**config.mk**
```make
export PLATFORM = sky130hd
export DESIGN_NAME = pf_ce_guard
export DESIGN_NICKNAME = d
export VERILOG_FILES = /design/src/rtl/pfg_pkg.sv /design/src/rtl/pfg_phase.sv /design/src/rtl/pfg_lane.sv /design/src/rtl/pf_ce_guard.sv
export SDC_FILE = /design/constraint.sdc
export NUM_CORES = 1
export LEC_CHECK = 0
export BUFFER_PORTS_ARGS = -buffer_cell sky130_fd_sc_hd__buf_2
export CAP_MARGIN = 30
export CELL_PAD_IN_SITES_DETAIL_PLACEMENT = 1
export CELL_PAD_IN_SITES_GLOBAL_PLACEMENT = 1
export CORE_ASPECT_RATIO = 1.2
export CORE_UTILIZATION = 42
export DETAILED_ROUTE_END_ITERATION = 6
export PLACE_DENSITY_LB_ADDON = 0.1
export SYNTH_ARGS = -nofsm -noshare
export SYNTH_HDL_FRONTEND = slang
export SYNTH_SLANG_ARGS = --single-unit
```
**constraint.sdc**
```tcl
create_clock -name clk -period 2 [get_ports clk]
set_input_delay 0.4 -clock clk [delete_from_list [all_inputs] [get_ports clk]]
set_output_delay 0.4 -clock clk [all_outputs]
set_load 0.01 [all_outputs]
```
**src/rtl/pfg_pkg.sv**
```systemverilog
package pfg_pkg;

  typedef enum logic [1:0] {
    PH_RUN     = 2'd0,
    PH_FAIL    = 2'd1,
    PH_RECOVER = 2'd2
  } phase_e;

  // bits needed to count up to the larger of two cycle limits
  function automatic int cnt_bits(int a, int b);
    int m;
    m = (a > b) ? a : b;
    return (m < 1) ? 1 : $clog2(m + 1);
  endfunction

  // true on the cycle that closes a window of len edges counted from 0
  function automatic bit at_last(int cnt, int len);
    return cnt == len - 1;
  endfunction

  // saturating increment
  function automatic int sat_inc(int v, int lim);
    return (v >= lim) ? lim : v + 1;
  endfunction

endpackage

```
**src/rtl/pfg_phase.sv**
```systemverilog
module pfg_phase
  import pfg_pkg::*;
#(
  parameter int GRACE_CYC   = 5,
  parameter int RECOVER_CYC = 12
) (
  input  logic   clk,
  input  logic   rst_n,
  input  logic   pwr_good,
  input  logic   any_grace,
  output phase_e phase,
  output logic   fail_evt,
  output logic   expire_evt,
  output logic   release_evt
);

  localparam int CW      = cnt_bits(GRACE_CYC, RECOVER_CYC);
  localparam int CNT_MAX = (1 << CW) - 1;

  logic [CW-1:0] cnt;

  assign fail_evt    = (phase == PH_RUN) && !pwr_good;
  assign expire_evt  = (phase == PH_FAIL) && at_last(int'(cnt), GRACE_CYC);
  assign release_evt = (phase == PH_RECOVER) && pwr_good &&
                       at_last(int'(cnt), RECOVER_CYC);

  always_ff @(posedge clk or negedge rst_n) begin
    if (!rst_n) begin
      phase <= PH_FAIL;
      cnt   <= '0;
    end else begin
      unique case (phase)
        PH_RUN: begin
          if (!pwr_good) begin
            phase <= PH_FAIL;
            cnt   <= '0;
          end
        end
        PH_FAIL: begin
          if (pwr_good && !any_grace) begin
            phase <= PH_RECOVER;
            cnt   <= '0;
          end else begin
            cnt <= CW'(sat_inc(int'(cnt), CNT_MAX));
          end
        end
        PH_RECOVER: begin
          if (!pwr_good) begin
            phase <= PH_FAIL;
            cnt   <= '0;
          end else if (release_evt) begin
            phase <= PH_RUN;
            cnt   <= '0;
          end else begin
            cnt <= CW'(sat_inc(int'(cnt), CNT_MAX));
          end
        end
        default: begin
          phase <= PH_FAIL;
          cnt   <= '0;
        end
      endcase
    end
  end

endmodule

```
**src/rtl/pfg_lane.sv**
```systemverilog
module pfg_lane (
  input  logic clk,
  input  logic rst_n,
  input  logic ce_in_n,
  input  logic fail_evt,
  input  logic expire_evt,
  input  logic release_evt,
  output logic ce_out_n,
  output logic blocked,
  output logic in_grace
);

  always_ff @(posedge clk or negedge rst_n) begin
    if (!rst_n) begin
      blocked  <= 1'b1;
      in_grace <= 1'b0;
    end else if (release_evt) begin
      blocked  <= 1'b0;
      in_grace <= 1'b0;
    end else if (fail_evt) begin
      blocked  <= ce_in_n;
      in_grace <= !ce_in_n;
    end else if (in_grace && (ce_in_n || expire_evt)) begin
      blocked  <= 1'b1;
      in_grace <= 1'b0;
    end
  end

  assign ce_out_n = ce_in_n | blocked;

endmodule

```
**src/rtl/pf_ce_guard.sv**
```systemverilog
module pf_ce_guard
  import pfg_pkg::*;
#(
  parameter int NUM_CH      = 4,
  parameter int GRACE_CYC   = 5,
  parameter int RECOVER_CYC = 12
) (
  input  logic              clk,
  input  logic              rst_n,
  input  logic              pwr_good,
  input  logic [NUM_CH-1:0] ce_in_n,
  output logic [NUM_CH-1:0] ce_out_n,
  output logic              protect_o
);

  phase_e            phase;
  logic              fail_evt;
  logic              expire_evt;
  logic              release_evt;
  logic              any_grace;
  logic              in_run;
  logic              in_recover;
  logic [NUM_CH-1:0] lane_blk;
  logic [NUM_CH-1:0] lane_grace;

  pfg_phase #(
    .GRACE_CYC  (GRACE_CYC),
    .RECOVER_CYC(RECOVER_CYC)
  ) u_phase (
    .clk        (clk),
    .rst_n      (rst_n),
    .pwr_good   (pwr_good),
    .any_grace  (any_grace),
    .phase      (phase),
    .fail_evt   (fail_evt),
    .expire_evt (expire_evt),
    .release_evt(release_evt)
  );

  for (genvar g = 0; g < NUM_CH; g++) begin : g_lane
    pfg_lane u_lane (
      .clk        (clk),
      .rst_n      (rst_n),
      .ce_in_n    (ce_in_n[g]),
      .fail_evt   (fail_evt),
      .expire_evt (expire_evt),
      .release_evt(release_evt),
      .ce_out_n   (ce_out_n[g]),
      .blocked    (lane_blk[g]),
      .in_grace   (lane_grace[g])
    );
  end

  assign any_grace  = |lane_grace;
  assign protect_o  = |lane_blk;
  assign in_run     = (phase == PH_RUN);
  assign in_recover = (phase == PH_RECOVER);

endmodule

```
-- Word-level counts from Yosys, hierarchy flattened
Index checks and enable logic that the tools add are counted.
- bits in registers: 14
- input port bits: 7
- output and inout bits: 5
- word-level logic and storage cells: 85
- add/sub/neg operators: 1
- $lt $le $gt $ge: 1
- equality and inequality tests: 7
- muxes and demuxes: 35
- bitwise gates (word level): 4
- reductions and logical operators: 27
- operators with widths (cell ; number):
    1-bit two-way mux ; 24
    4-bit two-way mux ; 5
    4-bit one-hot mux with 3 select lines ; 1
    3-bit nonzero test ; 4
    1-bit logical AND ; 9
    4-bit equality test, second input constant ; 2
    2-bit two-way mux ; 4
    4-bit OR reduction ; 2
    1-bit logical NOT ; 6
    2-bit one-hot mux with 3 select lines ; 1
    4-bit by 1-bit adder with 4-bit output, second input constant ; 1
    4-bit greater-or-equal comparator, second input constant ; 1
    1-bit logical OR ; 4
    2-bit inequality test, second input constant ; 2
    1-bit bitwise OR ; 4
    3-bit by 2-bit inequality test with 1-bit output, second input constant ; 1
    3-bit AND reduction ; 1
    2-bit by 1-bit equality test with 1-bit output, second input constant ; 1
    2-bit equality test, second input constant ; 1
    2-bit logical NOT ; 1

-- Depth between registers and ports, before layout
- depth after elaboration: 7
- mapped depth: 6
- gate-level depth less buffers: 6

-- Modules after synthesis
A second synthesis with hierarchy kept.
- cells, all modules: 86
- area, all modules: 868.3 µm²
- by module, submodules not included (module ; instances ; cells each ; area an instance (µm²) ; seq. area each (µm²)):
    pfg_phase ; 1 ; 44 ; 447.9 ; 151.4
    pfg_lane ; 4 ; 10 ; 101.3 ; 51.3
    pf_ce_guard ; 1 ; 2 ; 15.0 ; 0.0

-- Least setup slack after synthesis
No wires, ideal clock.
- kind: register to register
- start: register u_phase.phase[0]
- end: register u_phase.phase[1]
- library setup time: 128 ps
- data arrival time: 1556 ps
- required time: 1872 ps
- slack: 317 ps
- stages on the path, launching flop included: 7
- clock period less this slack: 1683 ps
- cell sequence: dfstp_2 -> inv_1 -> ha_1 -> and2_1 -> clkbuf_2 -> nor3_2 -> mux2_1
- cells in the longest elaborated chain, start to end: 5
- elaborated cells between the ends (all ways): 10
- classes of those cells: eq/ne (5); mux (1); reduce/logical (4)
- ends and longest elaborated chain (element ; RTL line ; RTL):
    start, declared ; pfg_phase.sv:11 ; output phase_e phase,
    start signal, assigned ; pfg_phase.sv:29 ; phase <= PH_FAIL;
    start signal, assigned ; pfg_phase.sv:35 ; phase <= PH_FAIL;
    start signal, assigned ; pfg_phase.sv:41 ; phase <= PH_RECOVER;
    2-bit equality test ; pfg_phase.sv:24, pfg_phase.sv:32 ;
    1-bit logical AND (2 in a row) ; pfg_phase.sv:24 ; assign release_evt = (phase == PH_RECOVER) && pwr_good &&
    3-bit by 2-bit inequality test with 1-bit output (no source line) ; - ;
    3-bit AND reduction (no source line) ; - ;
Parallel ways exist; a longest one is shown, timed or not.
A chain may end at the register's enable or synchronous reset.

-- Worst setup path after layout
Same ends and word-level chain as after synthesis.

==> flow_summary.html <==
<table>
<tr><th>Metric</th><th>Value</th></tr>
<tr><th colspan="2">Critical path</th></tr>
<tr><td>Element type at the critical path end</td><td>flop</td></tr>
<tr><td>Register-to-Register Setup Slack</td><td>0.21 ns</td></tr>
<tr><td>Data required, critical path</td><td>2.17 ns</td></tr>
<tr><td>Slowest stage cell on the critical path</td><td>sky130_fd_sc_hd__dfstp_2</td></tr>
<tr><td>Worst path cell trace</td><td>inv_1 &gt; ha_1 &gt; and2_1 &gt; nor3_2 &gt; mux2_1</td></tr>
<tr><td>Largest fanout of any net on the critical path</td><td>10</td></tr>
<tr><td>Start-to-end type of the worst setup path</td><td>reg -&gt; reg</td></tr>
<tr><td>Gate family responsible for the most delay along the worst path</td><td>flip-flops</td></tr>
<tr><td>Longest individual stage delay on the worst path</td><td>0.54 ns</td></tr>
<tr><td>Crit path arrival time</td><td>1.96 ns</td></tr>
<tr><td>CP Buf/Inv Count</td><td>1</td></tr>
<tr><td>Kind of start point of the critical path</td><td>flop</td></tr>
<tr><th colspan="2">Yosys</th></tr>
<tr><td>Post-synthesis cell type with the largest combined area</td><td>sky130_fd_sc_hd__dfrtp_1</td></tr>
<tr><td>Combinational family with the most area after synthesis</td><td>simple AND/OR/NAND/NOR gates</td></tr>
<tr><td>Xor/xnor share of the synthesized area</td><td>0%</td></tr>
<tr><td>Cells after synthesis</td><td>89</td></tr>
<tr><td>Netlist area before placement</td><td>860 um^2</td></tr>
<tr><td>Share of the synthesized area in the top cell type</td><td>26.2%</td></tr>
<tr><td>Seq cells post-synth</td><td>14</td></tr>
<tr><td>Synthesized-area fraction occupied by ao, oa, aoi and oai cells</td><td>19.2%</td></tr>
<tr><td>Part of the Yosys area used for sequential elements</td><td>41.5%</td></tr>
<tr><td>Adder and majority cell fraction of the synthesized area</td><td>7.28%</td></tr>
<tr><td>Synth unique cells</td><td>32</td></tr>
<tr><td>Mean cell area of the mapped netlist</td><td>9.66 um^2</td></tr>
<tr><td>Mux cell area share after synthesis</td><td>2.47%</td></tr>
<tr><td>Net Count, Synth</td><td>101</td></tr>
<tr><td>Largest cells by area after synthesis</td><td>sky130_fd_sc_hd__dfrtp_1 (26%), sky130_fd_sc_hd__dfstp_2 (15%), sky130_fd_sc_hd__ha_1 (7.3%)</td></tr>
<tr><td>Warnings from Yosys</td><td>0</td></tr>
<tr><td>Simple-gate share of the synthesized area</td><td>21.0%</td></tr>
<tr><th colspan="2">Placed design</th></tr>
<tr><td>Routability congestion estimate from global placement</td><td>0.694</td></tr>
<tr><td>DP HPWL</td><td>1370 um</td></tr>
<tr><td>Cell count after placement</td><td>113</td></tr>
<tr><td>Number of buffer cells added on primary ports</td><td>11</td></tr>
<tr><td>Post-Place Cell Area</td><td>898 um^2</td></tr>
<tr><th colspan="2">STA</th></tr>
<tr><td>Number of hold violations in the final report</td><td>0</td></tr>
<tr><td>Unrepaired setup endpoints after global routing</td><td>false</td></tr>
<tr><td>Maximum achievable frequency</td><td>560 MHz</td></tr>
<tr><td>Slew Viols, Final</td><td>0</td></tr>
<tr><td>Share of the cycle needed by the critical path after routing</td><td>89.3%</td></tr>
<tr><td>Total Negative Setup Slacks</td><td>0 ns</td></tr>
<tr><td>Fin Clk Skew</td><td>0.00642 ns</td></tr>
<tr><td>Actual transition at the worst max-transition pin</td><td>0.400 ns</td></tr>
<tr><td>Final critical path time including I/O delays and setup</td><td>1.79 ns</td></tr>
<tr><td>Headroom to the max-slew limit</td><td>73.3%</td></tr>
<tr><td>Number of endpoints failing setup at the final stage</td><td>0</td></tr>
<tr><th colspan="2">Clocking</th></tr>
<tr><td>Number of buffers inserted during clock tree synthesis</td><td>3</td></tr>
<tr><td>CTS sink cnt</td><td>14</td></tr>
<tr><td>Level count of the clock H-tree</td><td>1</td></tr>
<tr><td>Cts hold-fix bufs</td><td>0</td></tr>
<tr><td>Number of gates given a new drive strength after cts</td><td>0</td></tr>
<tr><td>Insertion delay of the later-clocked pin in the worst-skew pair</td><td>0.29 ns</td></tr>
<tr><td>CTS tree</td><td>done</td></tr>
<tr><td>Reg clk slew, reported paths</td><td>0.10 ns</td></tr>
<tr><td>Post CTS Setup Buffer Count</td><td>0</td></tr>
<tr><td>Buffer levels on the longest clock path</td><td>2</td></tr>
<tr><td>Master cell of the clock root buffer</td><td>sky130_fd_sc_hd__clkbuf_4</td></tr>
<tr><th colspan="2">Layout</th></tr>
<tr><td>Non-Filler Instances</td><td>117</td></tr>
<tr><td>P&amp;R area growth vs syn</td><td>8.73%</td></tr>
<tr><td>Share of layout cells above drive strength 1</td><td>30.6%</td></tr>
<tr><td>Antenna diode instance count</td><td>0</td></tr>
<tr><td>Filler cell count</td><td>219</td></tr>
<tr><td>Final layout net count</td><td>111</td></tr>
<tr><td>Final instance area</td><td>935 um^2</td></tr>
<tr><th colspan="2">Outcome</th></tr>
<tr><td>Result of the run</td><td>complete, no violations</td></tr>
<tr><th colspan="2">Power</th></tr>
<tr><td>Clock network fraction of total power</td><td>18.1%</td></tr>
<tr><td>Switching part of the total power</td><td>37.2%</td></tr>
<tr><td>Worst supply voltage drop on vdd</td><td>0.577 mV</td></tr>
<tr><td>Power per unit of standard cell area</td><td>1260 nW/um^2</td></tr>
<tr><td>Share of power burned in registers</td><td>40.7%</td></tr>
<tr><td>Combinational power share</td><td>41.2%</td></tr>
<tr><td>Static leakage</td><td>0.422 nW</td></tr>
<tr><td>Cell-internal power</td><td>738 uW</td></tr>
<tr><td>Sw power</td><td>437 uW</td></tr>
<tr><th colspan="2">Routing</th></tr>
<tr><td>Pre-antenna DRT Iters</td><td>4</td></tr>
<tr><td>Antenna violation net count after detailed routing</td><td>0</td></tr>
<tr><td>Via-to-Cell Ratio</td><td>5.79</td></tr>
<tr><td>DRC violation count after routing</td><td>0</td></tr>
<tr><td>Detailed Route WL</td><td>1850 um</td></tr>
<tr><td>DRC violation total after the first TritonRoute iteration</td><td>9</td></tr>
<tr><td>Average routed wire per standard cell</td><td>15.8 um</td></tr>
<tr><td>Via total after detailed routing</td><td>678</td></tr>
<tr><th colspan="2">Die</th></tr>
<tr><td>Height of the die</td><td>51.6 um</td></tr>
<tr><td>Overall die area</td><td>2230 um^2</td></tr>
<tr><td>Overall die width</td><td>43.3 um</td></tr>
<tr><td>Initial core utilization</td><td>45.9%</td></tr>
<tr><td>Count of boundary I/O pins</td><td>12</td></tr>
<tr><td>Placeable core area</td><td>1870 um^2</td></tr>
<tr><td>Count of standard-cell rows</td><td>17</td></tr>
<tr><th colspan="2">GRT</th></tr>
<tr><td>Global router's overall resource usage</td><td>21.6%</td></tr>
<tr><td>Pin count of the biggest net entering global routing</td><td>15</td></tr>
<tr><td>Antenna violations before repair</td><td>0</td></tr>
<tr><td>Wire length of the first global-routing pass</td><td>3510 um</td></tr>
<tr><td>Via count of the first global-routing pass</td><td>709</td></tr>
<tr><td>Aggregate global routing overflow</td><td>0</td></tr>
<tr><th colspan="2">Run</th></tr>
<tr><td>Count of max-cap constraint violations</td><td>0</td></tr>
<tr><th colspan="2">Min path</th></tr>
<tr><td>Hold WC Path Type</td><td>in -&gt; async</td></tr>
</table>
==> path summary, 6_finish.rpt <==
| kind | from | endpoint | depth (start not counted) |
|---|---|---|---|
| min reg2reg | u_phase.phase[1] | u_phase.phase[1] | 1 |
| max in group asynchronous | rst_n | g_lane[3].u_lane.blocked | 1 |
| max | u_phase.phase[0] | u_phase.phase[1] | 5 |
| min in group clk | ce_in_n[0] | g_lane[0].u_lane.in_grace | 2 |
| max reg2reg | u_phase.phase[0] | u_phase.phase[1] | 5 |
| min | rst_n | u_phase.cnt[2] | 1 |
==> power by group through the flow <==
stage / Clock [mW] / Combinational, mW / Sequential, mW
5_1_grt: 0.231 / 0.563 / 0.493
4_1_cts: 0.214 / 0.491 / 0.482
6_report: 0.212 / 0.485 / 0.478
3_3_place_gp: 0 / 0.453 / 0.483
2_1_floorplan: 0 / 0.397 / 0.458
3_5_place_dp: 0 / 0.484 / 0.487
==> routing by layer <==
metal | routed length [um] | GRT usage [%] | vias up
met4 | 17 | 9.09 | 0
met2 | 947 | 36.6 | 11
met1 | 830 | 27.4 | 338
met5 | 0 | 0 | -
li1 | - | - | 327
met3 | 57 | 3.13 | 2
==> registers in the layout (all words and copies together) (netlist names) <==
register,cells
u_phase.phase,2
u_phase.cnt,4
g_lane.u_lane.in_grace,4
g_lane.u_lane.blocked,4
==> synth_stat cells, drive strengths merged <==
master	instances
dfrtp	9
inv	9
nand2	8
o21ai	6
a21oi	5
buf	5
dfstp	5
ha	5
a221oi	4
nor2	4
o31ai	4
or2	4
and2	3
a31oi	2
nand2b	2
a2111oi	1
a21boi	1
and3b	1
and4b	1
clkbuf	1
mux2	1
mux2i	1
nand3	1
nand3b	1
nor2b	1
nor3	1
nor4	1
o21bai	1
or4	1
==> cells by family (layout without fill, tap and decap cells) <==
group,count (synthesis),count (layout)
DFF,14,14
AOI/OAI and AO/OA,24,24
and+or+nand+nor,29,29
muxes,2,2
buffers and inverters,15,24
adders and majority gates,5,5
==> stage by stage <==
stage | setup slack [ns] | total power [mW] | utilization [%] | hold WS, ns
3_5_place_dp | 0.240 | 0.971 | 48.0 | 0.315
2_1_floorplan | 0.317 | 0.855 | - | 0.104
4_1_cts | 0.212 | 1.19 | 49.9 | 0.00410
3_3_place_gp | 0.305 | 0.936 | 48.0 | 0.315
5_1_grt | 0.0913 | 1.29 | 49.9 | 0.00533
6_report | 0.214 | 1.18 | 49.9 | 0.000377
==> cell type report <==
class	instances	area [um^2]	share of cell area (%)
multi-input cells	60	429	45.9
flip-flops and latches	14	357	38.2
inverters	9	33.8	3.61
well taps	19	23.8	2.54
repair buffers	11	55.1	5.89
clock buffers	4	36.3	3.88
==> worst reg2reg max path, delay by kind of cell (launching register included) <==
family / cells / cell delay, ns
flops: 1 / 0.54
simple gates: 2 / 0.50
mux: 1 / 0.34
fa+ha+maj: 1 / 0.23
buf+inv: 1 / 0.07
==> cell usage in the layout (no fill, tap or decap), drive strengths merged <==
master and n:
ha 5, a21boi 1, and2 3, nor2 4, o21ai 6, a31oi 2, o31ai 4, a21oi 5
mux2i 1, buf 11, clkbuf 4, nand2b 2, nor3 1, and3b 1, nand3b 1, a221oi 4
and4b 1, o21bai 1, nor2b 1, dfrtp 9, a2111oi 1, nor4 1, or4 1, nand2 8
or2 4, nand3 1, dfstp 5, mux2 1, inv 9
No activity file was read; power rests on OpenSTA's default activity.
